File: src/rtl/pfd_pkg.sv
package pfd_pkg;

    localparam int DEF_DEPTH    = 64;
    localparam int DEF_PUSH_MAX = 4;
    localparam int DEF_CNT_W    = 14;

    typedef struct packed {
        logic tc;
        logic fifo;
    } ev_t;

    function automatic int full_limit(int depth, int push_max);
        return depth - push_max;
    endfunction

endpackage

File: src/rtl/pfd_occupancy.sv
module pfd_occupancy #(
    parameter int DEPTH    = pfd_pkg::DEF_DEPTH,
    parameter int PUSH_MAX = pfd_pkg::DEF_PUSH_MAX,
    parameter int PUSH_W   = $clog2(PUSH_MAX + 1),
    parameter int OCC_W    = $clog2(DEPTH + 1)
) (
    input  logic              clk,
    input  logic              rst,
    input  logic              clear_i,
    input  logic [PUSH_W-1:0] add_i,
    input  logic              pop_i,
    output logic [OCC_W-1:0]  occ_o,
    output logic              full_o
);
    localparam int LIMIT = pfd_pkg::full_limit(DEPTH, PUSH_MAX);

    logic [OCC_W-1:0] occ_q;
    logic             pop_ok;

    assign pop_ok = pop_i && (occ_q != '0);
    assign full_o = occ_q > OCC_W'(LIMIT);
    assign occ_o  = occ_q;

    always_ff @(posedge clk) begin
        if (rst || clear_i) begin
            occ_q <= '0;
        end else begin
            occ_q <= occ_q + OCC_W'(add_i) - OCC_W'(pop_ok);
        end
    end
endmodule

File: src/rtl/pfd_engine.sv
module pfd_engine #(
    parameter int CNT_W  = pfd_pkg::DEF_CNT_W,
    parameter int PUSH_W = 3
) (
    input  logic              clk,
    input  logic              rst,
    input  logic              start_i,
    input  logic [CNT_W-1:0]  load_i,
    input  logic              push_i,
    input  logic [PUSH_W-1:0] push_bytes_i,
    input  logic              full_i,
    output logic [PUSH_W-1:0] accept_o,
    output logic [CNT_W-1:0]  remain_o,
    output logic              active_o,
    output logic              tc_evt_o
);
    logic [CNT_W-1:0] remain_q;
    logic             active_q;
    logic [CNT_W-1:0] bytes_ext;

    assign bytes_ext = CNT_W'(push_bytes_i);

    always_comb begin
        accept_o = '0;
        if (push_i && active_q && !full_i && !start_i) begin
            accept_o = (bytes_ext <= remain_q) ? push_bytes_i : PUSH_W'(remain_q);
        end
    end

    assign tc_evt_o = active_q && (remain_q == '0) && !start_i;

    always_ff @(posedge clk) begin
        if (rst) begin
            remain_q <= '0;
            active_q <= 1'b0;
        end else if (start_i) begin
            remain_q <= load_i;
            active_q <= 1'b1;
        end else begin
            remain_q <= remain_q - CNT_W'(accept_o);
            if (tc_evt_o) begin
                active_q <= 1'b0;
            end
        end
    end

    assign remain_o = remain_q;
    assign active_o = active_q;
endmodule

File: src/rtl/pfd_event_log.sv
module pfd_event_log #(
    parameter int OCC_W = 7
) (
    input  logic             clk,
    input  logic             rst,
    input  logic [OCC_W-1:0] occ_i,
    input  logic [OCC_W-1:0] thresh_i,
    input  logic             tc_evt_i,
    input  logic [1:0]       clr_i,
    input  logic [1:0]       irq_en_i,
    output logic             thr_o,
    output logic [1:0]       sts_o,
    output logic             irq_o
);
    import pfd_pkg::*;

    ev_t  sts_q, set_v, clr_v, en_v;
    logic arm_q;

    assign thr_o      = occ_i >= thresh_i;
    assign set_v.fifo = thr_o && arm_q;
    assign set_v.tc   = tc_evt_i;
    assign clr_v      = ev_t'(clr_i);
    assign en_v       = ev_t'(irq_en_i);

    always_ff @(posedge clk) begin
        if (rst) begin
            arm_q <= 1'b1;
        end else if (set_v.fifo) begin
            arm_q <= 1'b0;
        end else if (!thr_o) begin
            arm_q <= 1'b1;
        end
    end

    always_ff @(posedge clk) begin
        if (rst) begin
            sts_q <= '0;
        end else begin
            sts_q <= (sts_q & ~clr_v) | set_v;
        end
    end

    assign sts_o = sts_q;
    assign irq_o = |(sts_q & en_v);
endmodule

File: src/rtl/pfd_status.sv
module pfd_status #(
    parameter int DEPTH    = pfd_pkg::DEF_DEPTH,
    parameter int PUSH_MAX = pfd_pkg::DEF_PUSH_MAX,
    parameter int CNT_W    = pfd_pkg::DEF_CNT_W,
    parameter int PUSH_W   = $clog2(PUSH_MAX + 1),
    parameter int OCC_W    = $clog2(DEPTH + 1)
) (
    input  logic              clk,
    input  logic              rst,
    input  logic              start_i,
    input  logic [CNT_W-1:0]  xfer_cnt_i,
    input  logic [OCC_W-1:0]  thresh_i,
    input  logic              push_i,
    input  logic [PUSH_W-1:0] push_bytes_i,
    input  logic              pop_i,
    input  logic [1:0]        clr_i,
    input  logic [1:0]        irq_en_i,
    output logic [OCC_W-1:0]  occ_o,
    output logic              full_o,
    output logic              thr_o,
    output logic [CNT_W-1:0]  remain_o,
    output logic              active_o,
    output logic [1:0]        sts_o,
    output logic              irq_o
);
    logic [PUSH_W-1:0] accept;
    logic              tc_evt;

    pfd_engine #(
        .CNT_W (CNT_W),
        .PUSH_W(PUSH_W)
    ) u_engine (
        .clk         (clk),
        .rst         (rst),
        .start_i     (start_i),
        .load_i      (xfer_cnt_i),
        .push_i      (push_i),
        .push_bytes_i(push_bytes_i),
        .full_i      (full_o),
        .accept_o    (accept),
        .remain_o    (remain_o),
        .active_o    (active_o),
        .tc_evt_o    (tc_evt)
    );

    pfd_occupancy #(
        .DEPTH   (DEPTH),
        .PUSH_MAX(PUSH_MAX),
        .PUSH_W  (PUSH_W),
        .OCC_W   (OCC_W)
    ) u_occ (
        .clk    (clk),
        .rst    (rst),
        .clear_i(start_i),
        .add_i  (accept),
        .pop_i  (pop_i),
        .occ_o  (occ_o),
        .full_o (full_o)
    );

    pfd_event_log #(
        .OCC_W(OCC_W)
    ) u_log (
        .clk     (clk),
        .rst     (rst),
        .occ_i   (occ_o),
        .thresh_i(thresh_i),
        .tc_evt_i(tc_evt),
        .clr_i   (clr_i),
        .irq_en_i(irq_en_i),
        .thr_o   (thr_o),
        .sts_o   (sts_o),
        .irq_o   (irq_o)
    );
endmodule

File: config.mk
export PLATFORM = sky130hd
export DESIGN_NAME = pfd_status
export DESIGN_NICKNAME = d
export VERILOG_FILES = /design/src/rtl/pfd_pkg.sv /design/src/rtl/pfd_occupancy.sv /design/src/rtl/pfd_engine.sv /design/src/rtl/pfd_event_log.sv /design/src/rtl/pfd_status.sv
export SDC_FILE = /design/constraint.sdc
export NUM_CORES = 1
export LEC_CHECK = 0
export ABC_CLOCK_PERIOD_IN_PS = 8300
export BUFFER_PORTS_ARGS = -buffer_cell sky130_fd_sc_hd__buf_2
export CORE_UTILIZATION = 30
export CTS_BUF_LIST = sky130_fd_sc_hd__clkbuf_4 sky130_fd_sc_hd__clkbuf_8
export DETAILED_ROUTE_END_ITERATION = 12
export HOLD_SLACK_MARGIN = 0.08
export PLACE_DENSITY = 0.59
export SLEW_MARGIN = 20
export SYNTH_ARGS = -nofsm -noshare
export SYNTH_HDL_FRONTEND = slang
export SYNTH_SLANG_ARGS = --single-unit
File: constraint.sdc
create_clock -name clk -period 8.3 [get_ports clk]
set_clock_uncertainty 0.1 [all_clocks]
set_input_delay 1.66 -clock clk [delete_from_list [all_inputs] [get_ports clk]]
set_output_delay 1.66 -clock clk [all_outputs]
set_load 0.01 [all_outputs]
Yosys cells after proc, flatten, opt, wreduce, memory -nomap -nowiden
Index checks and enable logic that the tools add are counted.
Storage, ports and cells
  logic and storage cells: 38
  output and inout port bits: 27
  input bits: 33
  bits in registers: 25
Cells by class
  equality and inequality tests: 1
  add/sub/neg operators: 3
  order comparisons: 3
  multiplexer cells: 7
  reduce and logical (&&, ||, !) cells: 14
  bitwise operators: 4
Operator list (count)
  3-bit by 14-bit less-or-equal comparator with 1-bit output: 1
  14-bit zero test: 1
  14-bit two-way mux: 1
  14-bit by 3-bit subtractor with 14-bit output: 1
  7-bit by 3-bit adder with 7-bit output: 1
  7-bit >= comparator: 1
  7-bit by 6-bit > comparator with 1-bit output (second input constant): 1
  1-bit logical AND: 7
  7-bit nonzero test: 1
  7-bit by 1-bit subtractor with 7-bit output: 1
  3-bit two-way mux: 2
  2-bit bitwise AND: 2
  1-bit two-way mux: 4
  1-bit zero test: 2
  2-bit inequality test (second input constant): 1
  2-bit inverter: 1
  2-bit OR: 1
  2-bit nonzero test: 1
  2-bit OR reduction: 1
  1-bit logical OR: 1

Depth between registers and ports, before layout
Gate-level depths: netlist of run 1.
  depth after elaboration: 7
  gate-level depth with buffers: 13
  depth with buffers taken out: 13

Modules after synthesis
A second synthesis of run 1 with hierarchy kept.
Second synthesis, totals
  cells, all modules: 234
  area total of the unflattened synthesis: 1976.9 µm²
By module, submodules not included
  pfd_engine: cells an instance 123, seq. area each 300.3 µm², area each 1058.5 µm², times used 1
  pfd_occupancy: cells an instance 76, seq. area each 140.1 µm², area each 634.4 µm², times used 1
  pfd_event_log: cells an instance 35, seq. area each 60.1 µm², area each 284.0 µm², times used 1

Worst setup path after synthesis of run 1
No wires, ideal clock.
  path kind: input port to flip-flop
  start point: input push_bytes_i[0]
  end point: register u_occ.occ_q[6] (netlist: u_occ.occ_o[6])
  path slack: 4.055 ns
  cell stages on the path: 13
  path buffers: 0
  data arrival time: 4.024 ns
  setup time: 0.120 ns
  required time: 8.080 ns
  path through: inv_1 -> ha_1 -> nand3_1 -> o21ai_0 -> nor3_2 -> mux2_2 -> ha_1 -> inv_1 -> fa_1 -> a21oi_1 -> o21ai_0 -> mux2i_1 -> nand2_1
On the way
  word-level cells in the longest chain between the ends: 5
Ends and longest elaborated chain
  start: declaration: line pfd_status.sv:14  | input logic [PUSH_W-1:0] push_bytes_i,
  3-bit by 14-bit less-or-equal comparator with 1-bit output: line pfd_engine.sv:26  | accept_o = (bytes_ext <= remain_q) ? push_bytes_i : PUSH_W'(remain_q);
  3-bit two-way mux (*): line pfd_engine.sv:26
  3-bit two-way mux (*): line pfd_engine.sv:25  | if (push_i && active_q && !full_i && !start_i) begin
  7-bit by 3-bit adder with 7-bit output (*): line pfd_occupancy.sv:28  | occ_q <= occ_q + OCC_W'(add_i) - OCC_W'(pop_ok);
  7-bit by 1-bit subtractor with 7-bit output (*): line pfd_occupancy.sv:28
  end signal: assignment: line pfd_occupancy.sv:28
  end: declaration: line pfd_occupancy.sv:17  | logic [OCC_W-1:0] occ_q;
Every way passes the cells marked *; elsewhere a longest branch is shown, timed or not.
A chain may end at the register's enable or synchronous reset.

Worst setup path in the final report of run 1
  start point: input thresh_i[6]
  end point: output thr_o
On the way
  word-level cells in the longest chain between the ends: 1
Ends and longest elaborated chain
  start: declaration: line pfd_status.sv:12  | input logic [OCC_W-1:0] thresh_i,
  7-bit >= comparator: line pfd_event_log.sv:20  | assign thr_o = occ_i >= thresh_i;
  end: declaration: line pfd_status.sv:20  | output logic thr_o,
No other way between the ends.

==> flow_metrics.tcl, run 1 <==
set metrics [dict create \
    synth_cell_types 46 \
    multi_input_area_um2 1300 \
    internal_power_w 0.000284 \
    arrival_ns 2.73 \
    ctsHoldBuffers 0 \
    antenna_found_initial 0 \
    drc_errors 0 \
    outcome "complete, no violations" \
    max_clock_freq_mhz 223 \
    synth_ff_type "dfxtp_1" \
    wirelength_um 4830 \
    synth-edff-count 0 \
    vias 1870 \
    rows 29 \
    dr.pass1.iters 4 \
    synth_top_area_frac 0.256 \
    cp.required_ns 6.54 \
    tightest_slew_ns 0.622 \
    cts_sinks 25 \
    synth_area_leaders "dfxtp_1, ha_1, inv_1" \
    drt-initial-drc-count 61 \
    clkSlewWorstSetupHoldPaths_ns 0.09 \
    synth_area_per_cell_um2 8.21 \
    hp-class "reg -> reg" \
    swShare 0.429 \
    via_per_inst 5.03 \
    area_growth_pct 21.4 \
    drtAntennaViolNets 0 \
    synth_nets 299 \
    async_reset_ff_frac 0 \
    cts_max_level 1 \
    max_cap_viol_count 0 \
    pin_count 60 \
    powerDensity_nw_per_um2 210 \
    grtUsageTotal 0.143 \
    ys_ff_latch 25 \
    grt_setup_unrepaired "no" \
    initial_core_util 0.310 \
    ys_warn_count 0 \
    layout.nets 357 \
    clockPowerShare 0.155 \
    nFillCells 700 \
    dpl.hpwl_um 3790 \
    yosys.area.top_type "dfxtp_1" \
    crit_path_start_kind "primary input" \
    clock_latency_ns 0.27 \
    seq_area_frac_synth 0.256 \
    grt_overflow 0 \
    syn_inst 238 \
    place_inst 368 \
    crit_fanout 3 \
    seqCellArea_um2 500 \
    ctsResizeCount 0 \
    slew_viol_final 0 \
    power_frac_comb 0.511 \
    p_seq_frac 0.335 \
    r2r_setup_slack_ns 4.82 \
    grt_pass1_wl_um 7500 \
    cts_tree "done" \
    clock_path_buffers 2 \
    cts_root_buf "clkbuf_8" \
    final_util 0.376 \
    cts_setup_buffers 0 \
    critPathCaptureType "output port" \
    worstSetupPathType "in -> out" \
    diodes 0 \
    place.port_buffers 59 \
    peakVddDrop_uv 68.9 \
    dieArea_um2 6840 \
    p_sw_w 0.000214 \
    setup_tns_ns 0 \
    grt_max_degree 24 \
    netlist_area_um2 1950 \
    p_leak_nw 1.11 \
    timing.final.crit_share 0.541 \
    max-slew-margin-rel 0.585 \
    avgRoutedWirePerCell_um 13.0 \
    finalSetupViolCount 0 \
    fp.dieW_um 82.7 \
    drive_above_1_share 0.251 \
    stdcell_count 372 \
    grt_pass1_vias 1654 \
    numCtsBuffers 3 \
    hold_viol_final 0 \
    core-area_um2 6310 \
    fin_crit_ns 4.49 \
    die_h_um 82.7 \
    gp_congestion 0.826 \
]
-- cell type report --
class | count | area share
multi-input cells | 173 | 0.550
flip-flops and latches | 25 | 0.211
repair buffers | 59 | 0.124
inverters | 34 | 0.0538
well taps | 77 | 0.0406
clock buffers | 3 | 0.0174
clock inverters | 1 | 0.00316
-- sequential cells by signal, summed over array words and instances (netlist names) --
signal,flops
u_engine.remain_o,14
u_log.arm_q,1
u_occ.occ_o,7
u_log.sts_o,2
u_engine.active_o,1
-- critical path, cell delays in order --
cell and delay (ns):
buf_2 0.08, inv_1 0.04, ha_1 0.30, a21oi_1 0.12
o21ai_0 0.09, a21oi_1 0.25, inv_1 0.06, buf_2 0.14
-- layout by cell type, fill, tap and decap left out, drive strengths merged, types with 3 or more instances in the layout --
cell	n
a211oi	9
a21oi	13
a311oi	3
a31oi	3
buf	59
clkbuf	3
dfxtp	25
ha	26
inv	34
mux2i	4
nand2	17
nand2b	3
nand4	3
nor2	21
nor3	10
nor3b	3
nor4	5
o21ai	8
xnor2	6
xor2	3
-- metrics by stage --
| step | instance area [um2] | worst slack (ns) | total power, W | hold WS (ns) |
|---|---|---|---|---|
| final | 2370 | 3.81 | 0.000498 | 0.363 |
| after global routing | 2370 | 3.63 | 0.000552 | 0.390 |
| after CTS | 2370 | 3.77 | 0.000503 | 0.368 |
| after detailed placement | 2320 | 3.75 | 0.000424 | 0.354 |
| after global placement | 2320 | 3.79 | 0.000420 | 0.348 |
| after floorplan | 1950 | 4.06 | 0.000348 | 0.341 |
-- synthesized netlist by cell type (3+ instances only) --
cell	number
a211oi_1	8
a21oi_1	13
a311oi_1	3
a31oi_1	3
clkbuf_1	6
dfxtp_1	25
ha_1	26
inv_1	34
mux2i_1	4
nand2_1	17
nand2b_1	3
nand4_1	3
nor2_1	21
nor3_1	7
nor3_2	3
nor3b_1	3
nor4_1	4
o21ai_0	8
xnor2_1	6
xor2_1	3
-- per-layer routing --
metal	vias to the layer above	track usage	share of wire
met3	4	0.0154	0.040
met2	37	0.225	0.45
li1	965	-	-
met1	864	0.203	0.51
met5	-	0	0
met4	0	0.0379	0.0060
-- power groups by stage --
stage | clock network (W) | registers (W) | logic (W)
after floorplan | 0 | 0.000171 | 0.000177
after detailed placement | 0 | 0.000170 | 0.000255
after global placement | 0 | 0.000170 | 0.000251
after CTS | 0.0000798 | 0.000167 | 0.000256
final | 0.0000769 | 0.000167 | 0.000254
after global routing | 0.0000867 | 0.000171 | 0.000295
-- cells by family after synthesis --
logic type	Yosys count	share of synthesized area
fa+ha+maj	28	0.187
simple gates	85	0.254
mux	5	0.0262
compound gates	46	0.160
xor+xnor	9	0.0403
flops	25	0.256
buf+inv	40	0.0768
-- final timing paths --
path | end | cells after the start | startpoint
worst min register to register | u_log.sts_o[0] | 2 | u_log.arm_q
worst min-delay path | u_log.sts_o[0] | 2 | u_log.arm_q
worst max-delay path | thr_o | 8 | thresh_i[6]
worst max register to register | u_engine.remain_o[12] | 10 | u_engine.remain_o[3]
Note: power is estimated with default switching activity, not from simulation.
==> run 2, diff against run 1 <==
- ABC_AREA: unset -> 1
- ABC_CLOCK_PERIOD_IN_PS: 8300 -> 4300
- clock period: 8.3 -> 4.3 ns (I/O delays scaled with it)
==> run 2 against run 1 <==
Effect of this change: non-clock buffer count unchanged; sequential cell count unchanged; wire length down 0.33%; combinational power up 130%; area after synthesis up 2.2%; sequential share of layout area down 0.41 points; worst hold slack worse by 0.0055 ns; via count up 5.6%; critical path type is now in -> reg; largest cell class unchanged; highest routed layer unchanged.
==> flow_metrics.tcl, run 2 <==
set metrics [dict create \
    outcome "complete, no violations" \
    via_per_inst 4.51 \
    drtAntennaViolNets 0 \
    timing.final.crit_share 0.722 \
    dpl.hpwl_um 3940 \
    syn_inst 301 \
    drc_errors 0 \
    layout.nets 423 \
    postPlaceCellArea_um2 2370 \
    max-slew-margin-rel 0.609 \
    async_reset_ff_frac 0 \
    layout_commonest_cell "nand2_1" \
    synth_top_area_frac 0.251 \
    vias 1974 \
    worstHoldStart "u_log.arm_q" \
    internal_power_w 0.000572 \
    area_growth_pct 21.2 \
    seq_area_frac_synth 0.251 \
    dp_slack_ns 0.904 \
    antenna_found_initial 0 \
    pin_count 60 \
    cts_setup_buffers 0 \
    reg2reg_from "u_engine.remain_o[1]" \
    synth_nets 362 \
    avgRoutedWirePerCell_um 11.0 \
    clock_latency_ns 0.28 \
    initial_core_util 0.313 \
    cts_max_level 1 \
    synth_cell_types 29 \
    critPathCaptureType "flip-flop" \
    cts_root_buf "clkbuf_8" \
    cp-startpoint "push_bytes_i[2]" \
    synth_area_per_cell_um2 6.63 \
    clockPowerShare 0.143 \
    finalSetupViolCount 0 \
    worstSetupPathType "in -> reg" \
    drt-initial-drc-count 60 \
    ctsResizeCount 0 \
    synth_ff_type "dfxtp_1" \
    crit_fanout 6 \
    grt_max_degree 23 \
    yosys.area.top_type "dfxtp_1" \
    wirelength_um 4810 \
    swShare 0.457 \
    postLayoutCellArea_um2 2420 \
    synth-edff-count 0 \
    core-area_um2 6390 \
    synth_most_common_cell "nand2_1" \
    grt_setup_unrepaired "no" \
    slew_viol_final 0 \
    fin_crit_ns 3.10 \
    grt_overflow 0 \
    hold_viol_final 0 \
    grt_pass1_wl_um 8200 \
    ys_warn_count 0 \
    p_sw_w 0.000481 \
    crit_path_start_kind "primary input" \
    largest_reg_flops 14 \
    gp_congestion 0.808 \
    numCtsBuffers 3 \
    fp.dieW_um 83.6 \
    cp.required_ns 4.38 \
    cts_tree "done" \
    ys_ff_latch 25 \
    grtUsageTotal 0.142 \
    dieArea_um2 6990 \
    diodes 0 \
    clkSlewWorstSetupHoldPaths_ns 0.10 \
    place.port_buffers 59 \
    die_h_um 83.6 \
    arrival_ns 3.18 \
    cts_sinks 25 \
    p_seq_frac 0.309 \
    clock_path_buffers 2 \
    hold_ws_ns 0.358 \
    dr.pass1.iters 4 \
    max_clock_freq_mhz 322 \
    hp-class "reg -> reg" \
    power_frac_comb 0.548 \
    tightest_slew_ns 0.586 \
    drive_above_1_share 0.222 \
    ctsHoldBuffers 0 \
    powerDensity_nw_per_um2 435 \
    setup_tns_ns 0 \
    synth_area_leaders "dfxtp_1, ha_1, nand2_1" \
    p_leak_nw 1.36 \
    final_cell_mix "nand2_1, buf_2, inv_1" \
    peakVddDrop_uv 170 \
    yosys-top-cells-count "nand2_1, inv_1, nor2_1" \
    netlist_area_um2 2000 \
    grt_pass1_vias 1824 \
    rows 29 \
    setup_ws_ns 1.20 \
    max_cap_viol_count 0 \
]
## run 2: cell count changes after synthesis, sizes merged, moves of 9 or more
cell	change
nand3	+14
nor2	+17
o21ai	+12
inv	+25
a211oi	-9
nand2	+56
## run 2: critical path, cell delays in order
cell,delay (ns)
buf_2,0.11
ha_1,0.32
nand3_1,0.08
nand2_1,0.08
nor2_4,0.10
nand3_4,0.10
nand2_2,0.08
nand2_2,0.05
nor2_2,0.15
inv_2,0.06
ha_1,0.26
inv_1,0.06
fa_1,0.46
inv_1,0.09
nor3_1,0.05
nor2_1,0.13
nand2_1,0.06
nand2_1,0.06
nor2_1,0.04
## run 2: worst paths after layout
path	slack, ns	cells after the start	end
worst max register to register	1.33	19	u_occ.occ_o[6]
worst min register to register	0.36	2	u_log.sts_o[0]
worst max-delay path	1.20	19	u_occ.occ_o[6]
worst min-delay path	0.36	2	u_log.sts_o[0]
## run 2: cells by family (layout without fill, tap and decap cells)
logic type	count (synthesis)	count (layout)	share of synthesized area
and+or+nand+nor	136	136	0.304
xor gates and xnor gates	2	2	0.00877
AOI/OAI and AO/OA	48	48	0.134
DFF	25	25	0.251
buffers and inverters	62	122	0.120
adders and majority gates	28	28	0.183
## run 2: area by class of cell
cell class / instances / area [um2]
Clock buffer: 3 / 41.3
Clock inverter: 1 / 7.51
Fill cell: 713 / 3970
Inverter: 59 / 221
Multi-Input combinational cell: 214 / 1260
Sequential cell: 25 / 500
Tap cell: 77 / 96.3
Timing Repair Buffer: 59 / 295
## run 2: per-layer routing
layer  track usage  wire length (um)  vias up  part of all wire
li1              -                 -     1072                 -
met1         0.199              2410      859              0.50
met2         0.231              2160       41              0.45
met3        0.0168               209        2             0.043
met4        0.0324                31        0            0.0064
met5             0                 0        -                 0
## run 2: stage by stage
stage               utilization  power (W)  std cells
floorplan                     -   0.000753        301
global placement          0.371   0.000906        434
detailed placement        0.371   0.000916        434
CTS                       0.379    0.00107        438
global route              0.379    0.00119        438
finish                    0.379    0.00105        438
## run 2: power groups by stage
| stage | Sequential (W) | Combinational, W | Clock [W] |
|---|---|---|---|
| 2_1_floorplan | 0.000337 | 0.000417 | 0 |
| 3_3_place_gp | 0.000333 | 0.000574 | 0 |
| 3_5_place_dp | 0.000333 | 0.000583 | 0 |
| 4_1_cts | 0.000327 | 0.000586 | 0.000158 |
| 5_1_grt | 0.000333 | 0.000688 | 0.000166 |
| 6_report | 0.000325 | 0.000577 | 0.000151 |
==> run 3, diff against run 2 <==
- ABC_CLOCK_PERIOD_IN_PS: 4300 -> 2800
- PLACE_DENSITY: 0.59 -> 0.61
- clock period: 4.3 -> 2.8 ns (I/O delays scaled with it)
==> run 3 against run 2 <==
Effect of this change: clock-buffer cell count stayed put; sequential power increased by 51%; combinational power increased by 80%; worst hold slack improved by 0.0032 ns; global-route usage grew 0.41 points; critical path depth decreased by 2; total power is 68% higher; largest power group unchanged; sequential cell count did not move; non-clock buffer count increased by 19; die area did not move; worst setup slack got worse by 1.1 ns.
==> flow_metrics.tcl, run 3 (synthesis gave the netlist of run 2 again) <==
set metrics [dict create \
    area_growth_pct 35.6 \
    avgRoutedWirePerCell_um 11.4 \
    powerDensity_nw_per_um2 652 \
    dr.pass1.iters 4 \
    cp-startpoint "u_engine.remain_o[2]" \
    grt_max_degree 23 \
    drtAntennaViolNets 0 \
    tightest_slew_ns 0.608 \
    grtUsageTotal 0.146 \
    wirelength_um 5190 \
    postLayoutCellArea_um2 2710 \
    rows 29 \
    vias 2072 \
    fp.dieW_um 83.6 \
    clock_path_buffers 2 \
    cts_tree "done" \
    p_sw_w 0.000804 \
    ctsHoldBuffers 0 \
    max_stage_delay_ns 0.41 \
    p_seq_frac 0.278 \
    crit_fanout 6 \
    grt_setup_unrepaired "yes" \
    power_frac_comb 0.590 \
    crit_family "adder cells" \
    dieArea_um2 6990 \
    crit_chain "inv_2 -> ha_4 -> nand2_2 -> o21ai_2 -> nand3_4 -> nor2_4 -> nor2_4 -> buf_4 -> buf_4 -> ha_2 -> fa_2 -> inv_2 -> nor3_1 -> nor2_1 -> nand2_1 -> nand2_1 -> nor2_1" \
    cts_sinks 25 \
    cp.required_ns 2.88 \
    slew_viol_final 0 \
    cts_max_level 1 \
    cp_slowest_cell "fa_2" \
    critPathCaptureType "flip-flop" \
    max_clock_freq_mhz 372 \
    clkSlewWorstSetupHoldPaths_ns 0.10 \
    timing.final.crit_share 0.960 \
    p_leak_nw 1.46 \
    drc_errors 0 \
    r2r.worst_path.cells 17 \
    grt_pass1_wl_um 8430 \
    cp.depth 17 \
    power_w 0.00177 \
    via_per_inst 4.53 \
    final_cell_mix "nand2_1, buf_2, inv_1" \
    hp-class "reg -> reg" \
    diodes 0 \
    reg2reg_from "u_engine.remain_o[2]" \
    fin_crit_ns 2.69 \
    regToRegEndpoint "u_occ.occ_o[6]" \
    arrival_ns 2.77 \
    clockPowerShare 0.132 \
    grt_pass1_vias 1864 \
    hold_viol_final 0 \
    layout_commonest_cell "nand2_1" \
    max_cap_viol_count 0 \
    numCtsBuffers 3 \
    wl_met1_um 2430 \
    grt_overflow 0 \
    layout.nets 442 \
    initial_core_util 0.313 \
    met3WireLength_um 168 \
    core-area_um2 6390 \
    final_util 0.424 \
    outcome "complete, no violations" \
    peakVddDrop_uv 238 \
    max-slew-margin-rel 0.594 \
    dpl.hpwl_um 4100 \
    crit_path_start_kind "flip-flop" \
    drt-initial-drc-count 39 \
    met2_length_um 2560 \
    worstSetupPathType "reg -> reg" \
    pin_count 60 \
    finalSetupViolCount 0 \
    place.port_buffers 59 \
    antenna_found_initial 0 \
    r2r_setup_slack_ns 0.11 \
    swShare 0.455 \
    worstSetupEndpoint "u_occ.occ_o[6]" \
    routed.top_layer "met4" \
    clock_latency_ns 0.28 \
    worst-path-buf-inv 4 \
    postPlaceCellArea_um2 2480 \
    die_h_um 83.6 \
    internal_power_w 0.000962 \
    largest_reg_flops 14 \
    gp_congestion 0.843 \
    drive_above_1_share 0.332 \
    cts_root_buf "clkbuf_8" \
]
-- run 3: worst min-delay path: stages (launching register included) --
cell and delay [ns]:
dfxtp_1 0.31, nand3_1 0.07, nand2_1 0.05
-- run 3: power by group through the flow --
stage	clock network, W	logic, W	registers [W]
6_report	0.000234	0.00104	0.000491
5_1_grt	0.000253	0.00119	0.000502
4_1_cts	0.000243	0.000952	0.000490
3_5_place_dp	0	0.000948	0.000499
3_3_place_gp	0	0.000931	0.000499
2_1_floorplan	0	0.000643	0.000517
-- run 3: what timing repair did --
action / 4_1_cts / 5_1_grt
setup endpoints to repair: 0 / 12
gates resized for setup: 0 / 39
setup buffers: 0 / 5
-- run 3: area by class of cell --
type | count | area, um2
clock inverters | 1 | 7.51
flip-flops and latches | 25 | 503
clock buffers | 3 | 41.3
repair buffers | 78 | 438
multi-input cells | 214 | 1400
well taps | 77 | 96.3
inverters | 59 | 221
fillers | 686 | 3680
-- run 3: routing by layer --
metal  GRT usage  vias up
met2       0.250       28
met3      0.0218        2
met5           0        -
li1            -     1104
met4      0.0324        0
met1       0.192      938
-- run 3: how the worst min path moves through the flow --
stage | from | endpoint | slack [ns] | cells past startpoint
final | u_log.arm_q | u_log.sts_o[0] | 0.36 | 2
after global routing | rst | u_log.sts_o[1] | 0.37 | 2
after floorplan | u_log.arm_q | u_log.sts_o[0] | 0.32 | 2
after CTS | u_log.arm_q | u_log.sts_o[0] | 0.37 | 2
after detailed placement | u_log.arm_q | u_log.sts_o[0] | 0.35 | 2
after global placement | u_log.arm_q | u_log.sts_o[0] | 0.34 | 2
-- run 3: through the flow --
step	instances	setup TNS (ns)	setup slack, ns	hold slack, ns
2_1_floorplan	301	0	0.0381	0.323
3_3_place_gp	448	-1.59	-0.250	0.341
3_5_place_dp	448	-2.31	-0.241	0.350
4_1_cts	452	0	0.00689	0.370
5_1_grt	457	-0.0845	-0.0328	0.370
6_report	457	0	0.111	0.361
